===== src/rtl/perm_pkg.sv =====
package perm_pkg;

    typedef enum logic [2:0] {
        PH_IDLE,
        PH_DIM,
        PH_NEXT,
        PH_MOD,
        PH_FIN
    } phase_t;

    localparam int NIB_W    = 4;
    localparam int WORD_CAP = 256;

    function automatic logic [NIB_W-1:0] nibble_at(input logic [WORD_CAP-1:0] w,
                                                   input int unsigned idx);
        return w[idx*NIB_W +: NIB_W];
    endfunction

endpackage


===== src/rtl/seed_modulo.sv =====
module seed_modulo #(
    parameter int SEED_W = 32,
    parameter int MOD_M  = 10,
    localparam int RW    = $clog2(2 * MOD_M),
    localparam int CW    = $clog2(SEED_W + 1)
) (
    input  logic              clk,
    input  logic              rst,
    input  logic              go,
    input  logic [SEED_W-1:0] seed,
    output logic              fin,
    output logic [RW-1:0]     rem
);
    logic [SEED_W-1:0] sh;
    logic [CW-1:0]     cnt;
    logic [RW-1:0]     trial;

    // bring in next seed bit below the running remainder (remainder < MOD_M)
    always_comb trial = {rem[RW-2:0], sh[SEED_W-1]};

    always_ff @(posedge clk) begin
        if (rst) begin
            sh  <= '0;
            cnt <= '0;
            rem <= '0;
            fin <= 1'b0;
        end else begin
            fin <= 1'b0;
            if (go) begin
                sh  <= seed;
                cnt <= CW'(SEED_W);
                rem <= '0;
            end else if (cnt != '0) begin
                sh  <= sh << 1;
                rem <= (trial >= RW'(MOD_M)) ? trial - RW'(MOD_M) : trial;
                cnt <= cnt - 1'b1;
                if (cnt == CW'(1)) fin <= 1'b1;
            end
        end
    end
endmodule


===== src/rtl/digit_modulo.sv =====
module digit_modulo #(
    parameter int LW = 5,
    localparam int XW = (LW > 4) ? LW : 4
) (
    input  logic          clk,
    input  logic          rst,
    input  logic          go,
    input  logic [3:0]    digit,
    input  logic [LW-1:0] len,
    output logic          fin,
    output logic [3:0]    pos
);
    logic          act;
    logic [3:0]    d;
    logic [LW-1:0] l;
    logic [XW-1:0] d_x, l_x;

    always_comb begin
        d_x = XW'(d);
        l_x = XW'(l);
    end

    always_ff @(posedge clk) begin
        if (rst) begin
            act <= 1'b0;
            fin <= 1'b0;
            d   <= '0;
            l   <= '0;
        end else begin
            fin <= 1'b0;
            if (go) begin
                d   <= digit;
                l   <= len;
                act <= 1'b1;
            end else if (act) begin
                if (d_x >= l_x) begin
                    d <= 4'(d_x - l_x);
                end else begin
                    act <= 1'b0;
                    fin <= 1'b1;
                end
            end
        end
    end

    assign pos = d;
endmodule


===== src/rtl/index_list.sv =====
module index_list #(
    parameter int MAX_N = 16,
    localparam int IW   = $clog2(MAX_N)
) (
    input  logic          clk,
    input  logic          rst,
    input  logic          load,
    input  logic          drop,
    input  logic [IW-1:0] pos,
    output logic [IW-1:0] sel
);
    logic [IW-1:0] ent [MAX_N];

    for (genvar j = 0; j < MAX_N; j++) begin : g_slot
        always_ff @(posedge clk) begin
            if (rst || load) begin
                ent[j] <= IW'(j);
            end else if (drop && (IW'(j) >= pos)) begin
                if (j < MAX_N - 1) ent[j] <= ent[(j < MAX_N - 1) ? j + 1 : j];
            end
        end
    end

    assign sel = ent[pos];
endmodule


===== src/rtl/perm_gen.sv =====
module perm_gen
    import perm_pkg::*;
#(
    parameter int SEED_W = 32,
    parameter int MOD_M  = 10,
    parameter int OFFS_C = 5,
    parameter int MAX_N  = 16,
    localparam int IW    = $clog2(MAX_N),
    localparam int NW    = $clog2(MAX_N + 1),
    localparam int NDIG  = SEED_W / 4,
    localparam int DW    = (NDIG > 1) ? $clog2(NDIG) : 1,
    localparam int RW    = $clog2(2 * MOD_M)
) (
    input  logic                clk,
    input  logic                rst,
    input  logic                start,
    input  logic [SEED_W-1:0]   seed,
    output logic                done,
    output logic [NW-1:0]       dim_n,
    output logic [MAX_N*IW-1:0] conn
);
    phase_t              ph;
    logic [SEED_W-1:0]   seed_q;
    logic [NW-1:0]       n_q, len_q, n_new;
    logic [IW-1:0]       k_q;
    logic [DW-1:0]       dptr;
    logic [IW-1:0]       res [MAX_N];
    logic [MAX_N*IW-1:0] packed_res;

    logic          mod_fin;
    logic [RW-1:0] mod_rem;
    logic          dig_fin;
    logic [3:0]    dig_pos, cur_digit;
    logic [IW-1:0] list_pos, list_sel;
    logic          mod_go, dig_go, list_load, list_drop;

    always_comb begin
        mod_go    = (ph == PH_IDLE) && start;
        dig_go    = (ph == PH_NEXT) && (len_q != NW'(1));
        list_load = (ph == PH_DIM) && mod_fin;
        list_drop = (ph == PH_MOD) && dig_fin;
        list_pos  = (ph == PH_MOD) ? IW'(dig_pos) : '0;
        cur_digit = nibble_at(WORD_CAP'(seed_q), 32'(dptr));
        n_new     = NW'(mod_rem) + NW'(OFFS_C);
    end

    seed_modulo #(.SEED_W(SEED_W), .MOD_M(MOD_M)) u_seed_mod (
        .clk (clk), .rst (rst), .go (mod_go), .seed (seed),
        .fin (mod_fin), .rem (mod_rem)
    );

    digit_modulo #(.LW(NW)) u_dig_mod (
        .clk (clk), .rst (rst), .go (dig_go), .digit (cur_digit),
        .len (len_q), .fin (dig_fin), .pos (dig_pos)
    );

    index_list #(.MAX_N(MAX_N)) u_list (
        .clk (clk), .rst (rst), .load (list_load), .drop (list_drop),
        .pos (list_pos), .sel (list_sel)
    );

    // mask entries beyond the dimension when publishing
    always_comb begin
        for (int j = 0; j < MAX_N; j++)
            packed_res[j*IW +: IW] = (NW'(j) < n_q) ? res[j] : '0;
    end

    always_ff @(posedge clk) begin
        if (rst) begin
            ph     <= PH_IDLE;
            seed_q <= '0;
            n_q    <= '0;
            len_q  <= '0;
            k_q    <= '0;
            dptr   <= '0;
            done   <= 1'b0;
            dim_n  <= '0;
            conn   <= '0;
            for (int j = 0; j < MAX_N; j++) res[j] <= '0;
        end else begin
            done <= 1'b0;
            case (ph)
                PH_IDLE: if (start) begin
                    seed_q <= seed;
                    for (int j = 0; j < MAX_N; j++) res[j] <= '0;
                    ph <= PH_DIM;
                end
                PH_DIM: if (mod_fin) begin
                    n_q   <= n_new;
                    len_q <= n_new;
                    k_q   <= '0;
                    dptr  <= '0;
                    ph    <= PH_NEXT;
                end
                PH_NEXT: begin
                    if (len_q == NW'(1)) begin
                        res[k_q] <= list_sel;
                        ph       <= PH_FIN;
                    end else begin
                        ph <= PH_MOD;
                    end
                end
                PH_MOD: if (dig_fin) begin
                    res[k_q] <= list_sel;
                    len_q    <= len_q - 1'b1;
                    k_q      <= k_q + 1'b1;
                    dptr     <= (dptr == DW'(NDIG - 1)) ? '0 : dptr + 1'b1;
                    ph       <= PH_NEXT;
                end
                PH_FIN: begin
                    dim_n <= n_q;
                    conn  <= packed_res;
                    done  <= 1'b1;
                    ph    <= PH_IDLE;
                end
                default: ph <= PH_IDLE;
            endcase
        end
    end
endmodule


===== config.mk =====
export PLATFORM = sky130hd
export DESIGN_NAME = perm_gen
export DESIGN_NICKNAME = d
export VERILOG_FILES = /design/src/rtl/perm_pkg.sv /design/src/rtl/seed_modulo.sv /design/src/rtl/digit_modulo.sv /design/src/rtl/index_list.sv /design/src/rtl/perm_gen.sv
export SDC_FILE = /design/constraint.sdc
export NUM_CORES = 1
export LEC_CHECK = 0
export ABC_AREA = 1
export CORE_UTILIZATION = 60
export CTS_BUF_LIST = sky130_fd_sc_hd__clkbuf_8 sky130_fd_sc_hd__clkbuf_16
export DETAILED_ROUTE_END_ITERATION = 7
export PLACE_DENSITY_LB_ADDON = 0.05
export SKIP_CTS_REPAIR_TIMING = 1
export SYNTH_ARGS = -nofsm -noshare
export SYNTH_HDL_FRONTEND = slang
export SYNTH_HIERARCHICAL = 1
export SYNTH_SLANG_ARGS = --single-unit

===== constraint.sdc =====
create_clock -name clk -period 7.2 [get_ports clk]
set_input_delay 1.44 -clock clk [delete_from_list [all_inputs] [get_ports clk]]
set_output_delay 1.44 -clock clk [all_outputs]
set_load 0.1 [all_outputs]

After elaboration in Yosys (flattened, before gate mapping)
Memories as Yosys holds them, arrays and structs flattened.
Cells that the tools add are included.
{ "totals": {"memories": 2, "out_inout_bits": 70, "in_bits": 35, "word_cells": 283, "register_bits": 177, "ram_bits": 128} }
{ "memory_table": {"columns": ["memory", "words", "word_bits", "read_ports", "rd_ports_with_merged_regs", "write_ports", "line_no", "source"], "rows": [
  ["res", 16, 4, 16, 0, 16, "perm_gen.sv:27", "logic [IW-1:0] res [MAX_N];"],
  ["u_list.ent", 16, 4, 16, 0, 16, "index_list.sv:12", "logic [IW-1:0] ent [MAX_N];"]
]} }
{ "op_classes": {"addsub": 7, "n_bitwise": 34, "n_lt_le_gt_ge": 33, "mux": 142, "shifts": 1, "reduce_logical": 35, "eq_ne": 11} }
{ "ops": {"columns": ["op", "count"], "rows": [
  ["$shiftx 256x6->4", 1],
  ["$mux 4", 56],
  ["$mux 1", 68],
  ["$mux 32", 2],
  ["$lt 4x5->1 const A", 8],
  ["$or 1x1->1", 32],
  ["$ge 4x4->1 const A", 7],
  ["$mux 3", 7],
  ["$lt 3x5->1 const A", 4],
  ["$logic_and 1x1->1", 19],
  ["$ge 3x4->1 const A", 4],
  ["$mux 5", 3],
  ["$mux 6", 2],
  ["$pmux 3 s4", 1],
  ["$lt 1x5->1 const A", 2],
  ["$lt 2x5->1 const A", 2],
  ["$pmux 5 s2", 1],
  ["$ge 1x4->1 const A", 2],
  ["$ge 2x4->1 const A", 2],
  ["$pmux 4 s2", 1],
  ["$reduce_bool 2->1", 4],
  ["$eq 3x2->1 const B", 2],
  ["$eq 3x3->1 const B", 2],
  ["$eq 6x1->1 const B", 1],
  ["other kinds (24)", 30]
]} }

Logic depth before layout (Yosys ltp)
{ "logic_depth": {"word_depth": 8, "depth_mapped": 17, "ltp_nobuf": 15} }

Hierarchy
The synthesis kept the hierarchy.
{ "modules_own_cells": {"columns": ["mod", "area_each_um2", "instances", "cells_each", "seq_area_each_um2"], "rows": [
  ["perm_gen", 7621.1, 1, 895, 4364.2],
  ["index_list", 2636.3, 1, 312, 1471.4],
  ["seed_modulo", 2284.7, 1, 319, 880.8],
  ["digit_modulo", 648.1, 1, 88, 220.2]
]} }

Worst setup path after synthesis
No wires, ideal clock.
{ "synth_timing": {"path_kind": "input to register", "from": "input port rst", "to": "memory res[0][0] in the netlist's numbering, enable pin", "cell_stages": 7, "arrival_ns": 2.325, "path_slack_ns": 4.568, "t_required_ns": 6.893, "setup_time_ns": 0.307, "n_path_buf": 2, "path_cell_list": "buf_2 -> inv_1 -> nand3_1 -> nand2_2 -> buf_6 -> nand3_2 -> nand2_1"} }
{ "synth_lines": {"columns": ["item", "line_no", "source"], "rows": [
  ["start, declared", "perm_gen.sv:15", "input logic rst,"],
  ["end, declared", "perm_gen.sv:27", null]
]} }

==> impl_metrics.ini <==
[worst_hold_path]
hold_path_depth = 2
holdPathEnd = seed_q[4]
worstHoldStart = seed_q[4]
hold_class = register to register

[power]
vdd_drop_max_v = 0.000296
power.density_nw_per_um2 = 292
power.static_leakage_nw = 6.20

[die]
io_pins = 105
initial_core_util_pct = 62.0
rows = 53
die_y_um = 150
dieArea_um2 = 22600
core_um2 = 21300
dieWidth_um = 150

[synth]
syn_nets = 1666
yosys_most_used_dff = dfxtp_1
seq_area_frac_synth_pct = 52.6
synth_cells = 1614
ys_async_sr_fraction_pct = 0
synth-seq-cells = 290
synth_edf_count = 113
syn_avg_cell_area_um2 = 8.17
syn_area_um2 = 13200
ys_types = 44
yosys_warnings = 6

[setup_path]
critPathTopFamily = simple AND/OR/NAND/NOR gates
cp-end-kind = register
arrival_ns = 4.00
critPathMaxStageDelay_ns = 0.77
cp_max_fo = 16
cp_num_buf_inv = 3
ff2ff_setup_slack_ns = 3.46
worstSetupStartpointType = register
reg2regPathDepth = 11
path_class = register to register
crit_required_ns = 7.46
path_cells = inv_2, nor2_2, nand2_1, nor2_1, inv_1, nand3_1, nand3_1, nand2_1, nand3_1, inv_1, nor2_1
rr_startpoint = ph[0]
crit_top_cell = nand3_1
worstReg2RegEnd = res[6][2]
slowest_stage = nor2_1

[detailed_routing]
routedWlPerCell_um = 14.5
drc = 0
vias = 10700
first_pass_iters = 6
wl_mm = 28.7
vias_per_cell = 5.37
drt-initial-drc-count = 850
ant_nets = 0

[timing]
maxSlewHeadroom_pct = 32.4
worst_hold_slack_ns = 0.454
rsz0062_at_grt = no
min_period_ns = 3.74
fin_tns_setup_ns = 0
drv_slew = 0
clock.fmax_mhz = 268
fin_crit_sh_pct = 51.9
worst_pin_slew_ns = 1.01
setup_viol = 0
skew_ns = 0.0146
hold_violations = 0

[global_routing]
antenna_found_initial = 0
grt_max_degree = 103
gr-usage-met1_pct = 37.2
grt_pass1_vias = 9854
grt_pass1_wl_mm = 47.7
grtUsageMet3_pct = 2.79
grt_usage_pct = 26.2
grt_use_met2_pct = 42.8
grt.busiest_layer = met2
grt-ovfl-total = 0

[cells_and_area]
num-nets-final = 1737
diodes = 0
multiInputGateArea_um2 = 5140
drive_above_1_share_pct = 8.43
area_delta_synth_final_pct = 15.0
regArea_um2 = 6940
fillers = 1717

[clock_tree]
clock_latency_ns = 0.55
cts_tree = done
h-tree-depth = 1
cts_buffers = 29
cts_sinks = 290
clkTransAtPathRegs_ns = 0.06
max-clock-path-buffers = 3
ctsRootBufferMaster = clkbuf_16

[place]
place.gp.congestion = 0.818
io_buffers = 104
hpwl_mm = 19.5

[job]
cap_violations = 0

[run_status]
status = finished clean
[per-layer routing]
| layer | up-vias | part of all wire, % |
|---|---|---|
| met5 | - | 0 |
| met2 | 291 | 47 |
| li1 | 5387 | - |
| met4 | 0 | 1.6 |
| met3 | 37 | 5.3 |
| met1 | 4936 | 46 |
[cells in the final DEF, fill, tap and decap left out, types with 3 or more instances in the layout]
cell type | netlist | final
dfxtp_1 | 177 | 177
a21oi_1 | 134 | 134
ha_1 | 16 | 16
nand3_1 | 80 | 80
edfxtp_1 | 113 | 113
inv_2 | 11 | 12
buf_4 | 9 | 6
clkdlybuf4s50_1 | 0 | 103
clkinv_1 | 1 | 7
clkbuf_16 | 0 | 29
nand3b_1 | 3 | 3
nand2_1 | 333 | 333
inv_1 | 182 | 187
o22ai_1 | 3 | 3
o211ai_1 | 13 | 13
nor2_4 | 3 | 3
nor2_8 | 3 | 3
clkbuf_8 | 0 | 6
nand2_2 | 28 | 28
clkinv_2 | 1 | 4
or2_1 | 6 | 6
nand3_2 | 15 | 15
nor3_1 | 5 | 5
nor2_1 | 211 | 211
a21oi_2 | 20 | 20
o21ai_0 | 154 | 154
nor2_2 | 3 | 3
o21ai_1 | 6 | 6
nand2_4 | 3 | 3
nand4_1 | 4 | 4
[flip-flops by register name, summed over array words and instances (netlist names)]
register / count
u_dig_mod/fin: 1
u_seed_mod/fin: 1
seed_q: 32
len_q: 5
u_dig_mod/l: 5
ph: 3
conn: 64
k_q: 4
u_seed_mod/cnt: 6
res: 64
n_q: 5
u_dig_mod/act: 1
dptr: 3
u_list/ent: 49
u_seed_mod/sh: 32
dim_n: 5
done: 1
u_seed_mod/rem: 5
u_dig_mod/pos: 4
[power by group]
part / internal [mW] / switching, mW
clock: 0.825 / 0.610
combinational: 0.309 / 0.670
sequential: 1.90 / 0.115
[per-stage QoR]
stage | cell area, µm² | setup WS, ns | cells | utilization (%) | total power, mW
floorplan | 13200 | 4.57 | 1614 | - | 2.83
global placement | 14200 | 3.07 | 1929 | 66.9 | 2.99
detailed placement | 14200 | 2.98 | 1929 | 66.9 | 3.02
CTS | 15200 | 3.46 | 1983 | 71.2 | 4.46
global route | 15200 | 3.08 | 1983 | 71.2 | 4.69
finish | 15200 | 3.46 | 1983 | 71.2 | 4.43
[worst max-delay path by stage]
stage / start / end / slack, ns / depth (start not counted)
after floorplan: rst / res[0][0] / 4.57 / 7
after detailed placement: start / u_seed_mod/rem[2] / 2.98 / 9
after global routing: ph[0] / res[14][2] / 3.08 / 11
after global placement: start / u_seed_mod/rem[4] / 3.07 / 9
final: ph[0] / res[6][2] / 3.46 / 11
after CTS: ph[0] / res[9][0] / 3.46 / 13
[worst register-to-register path, delay by kind of cell, from the launching register on]
family	cells	cell delay (ns)
flops	1	0.45
buf+inv	3	1.18
simple gates	8	1.82
[final cells by class]
class                      count  area share [%]
clock buffer                  35            5.33
sequential                   290            45.7
timing repair buffer         110            7.13
multi-input combinational   1058            33.9
inverter                     196            4.89
clock inverter                19           0.718
tap                          275            2.27
[Yosys cell counts, types with 3 or more instances]
cell type	instances	area (µm²)
o21ai_0	154	771
nor2_2	3	18.8
o22ai_1	3	18.8
nor2_4	3	33.8
inv_2	11	41.3
nand2_2	28	175
or2_1	6	37.5
buf_4	9	67.6
nand3_2	15	150
nand4_1	4	25.0
a21oi_1	134	671
o211ai_1	13	97.6
o21ai_1	6	30.0
buf_2	25	125
nand3_1	80	400
nand2_4	3	33.8
inv_1	182	683
ha_1	16	200
dfxtp_1	177	3540
edfxtp_1	113	3390
nor3_1	5	25.0
buf_6	3	33.8
nor2_8	3	60.1
clkbuf_1	30	113
nand2_1	333	1250
nand3b_1	3	22.5
a21oi_2	20	175
nor2_1	211	792
[cells by family (layout without fill, tap and decap cells)]
family | after synthesis | in the layout | share of synthesized area [%]
and+or+nand+nor | 704 | 704 | 23.5
AOI/OAI and AO/OA | 332 | 332 | 13.5
DFF | 290 | 290 | 52.6
buffers and inverters | 266 | 360 | 8.45
adders and majority gates | 17 | 17 | 1.67
xor gates and xnor gates | 4 | 4 | 0.266
muxes | 1 | 1 | 0.0759
Power figures use the tool's default switching activity.
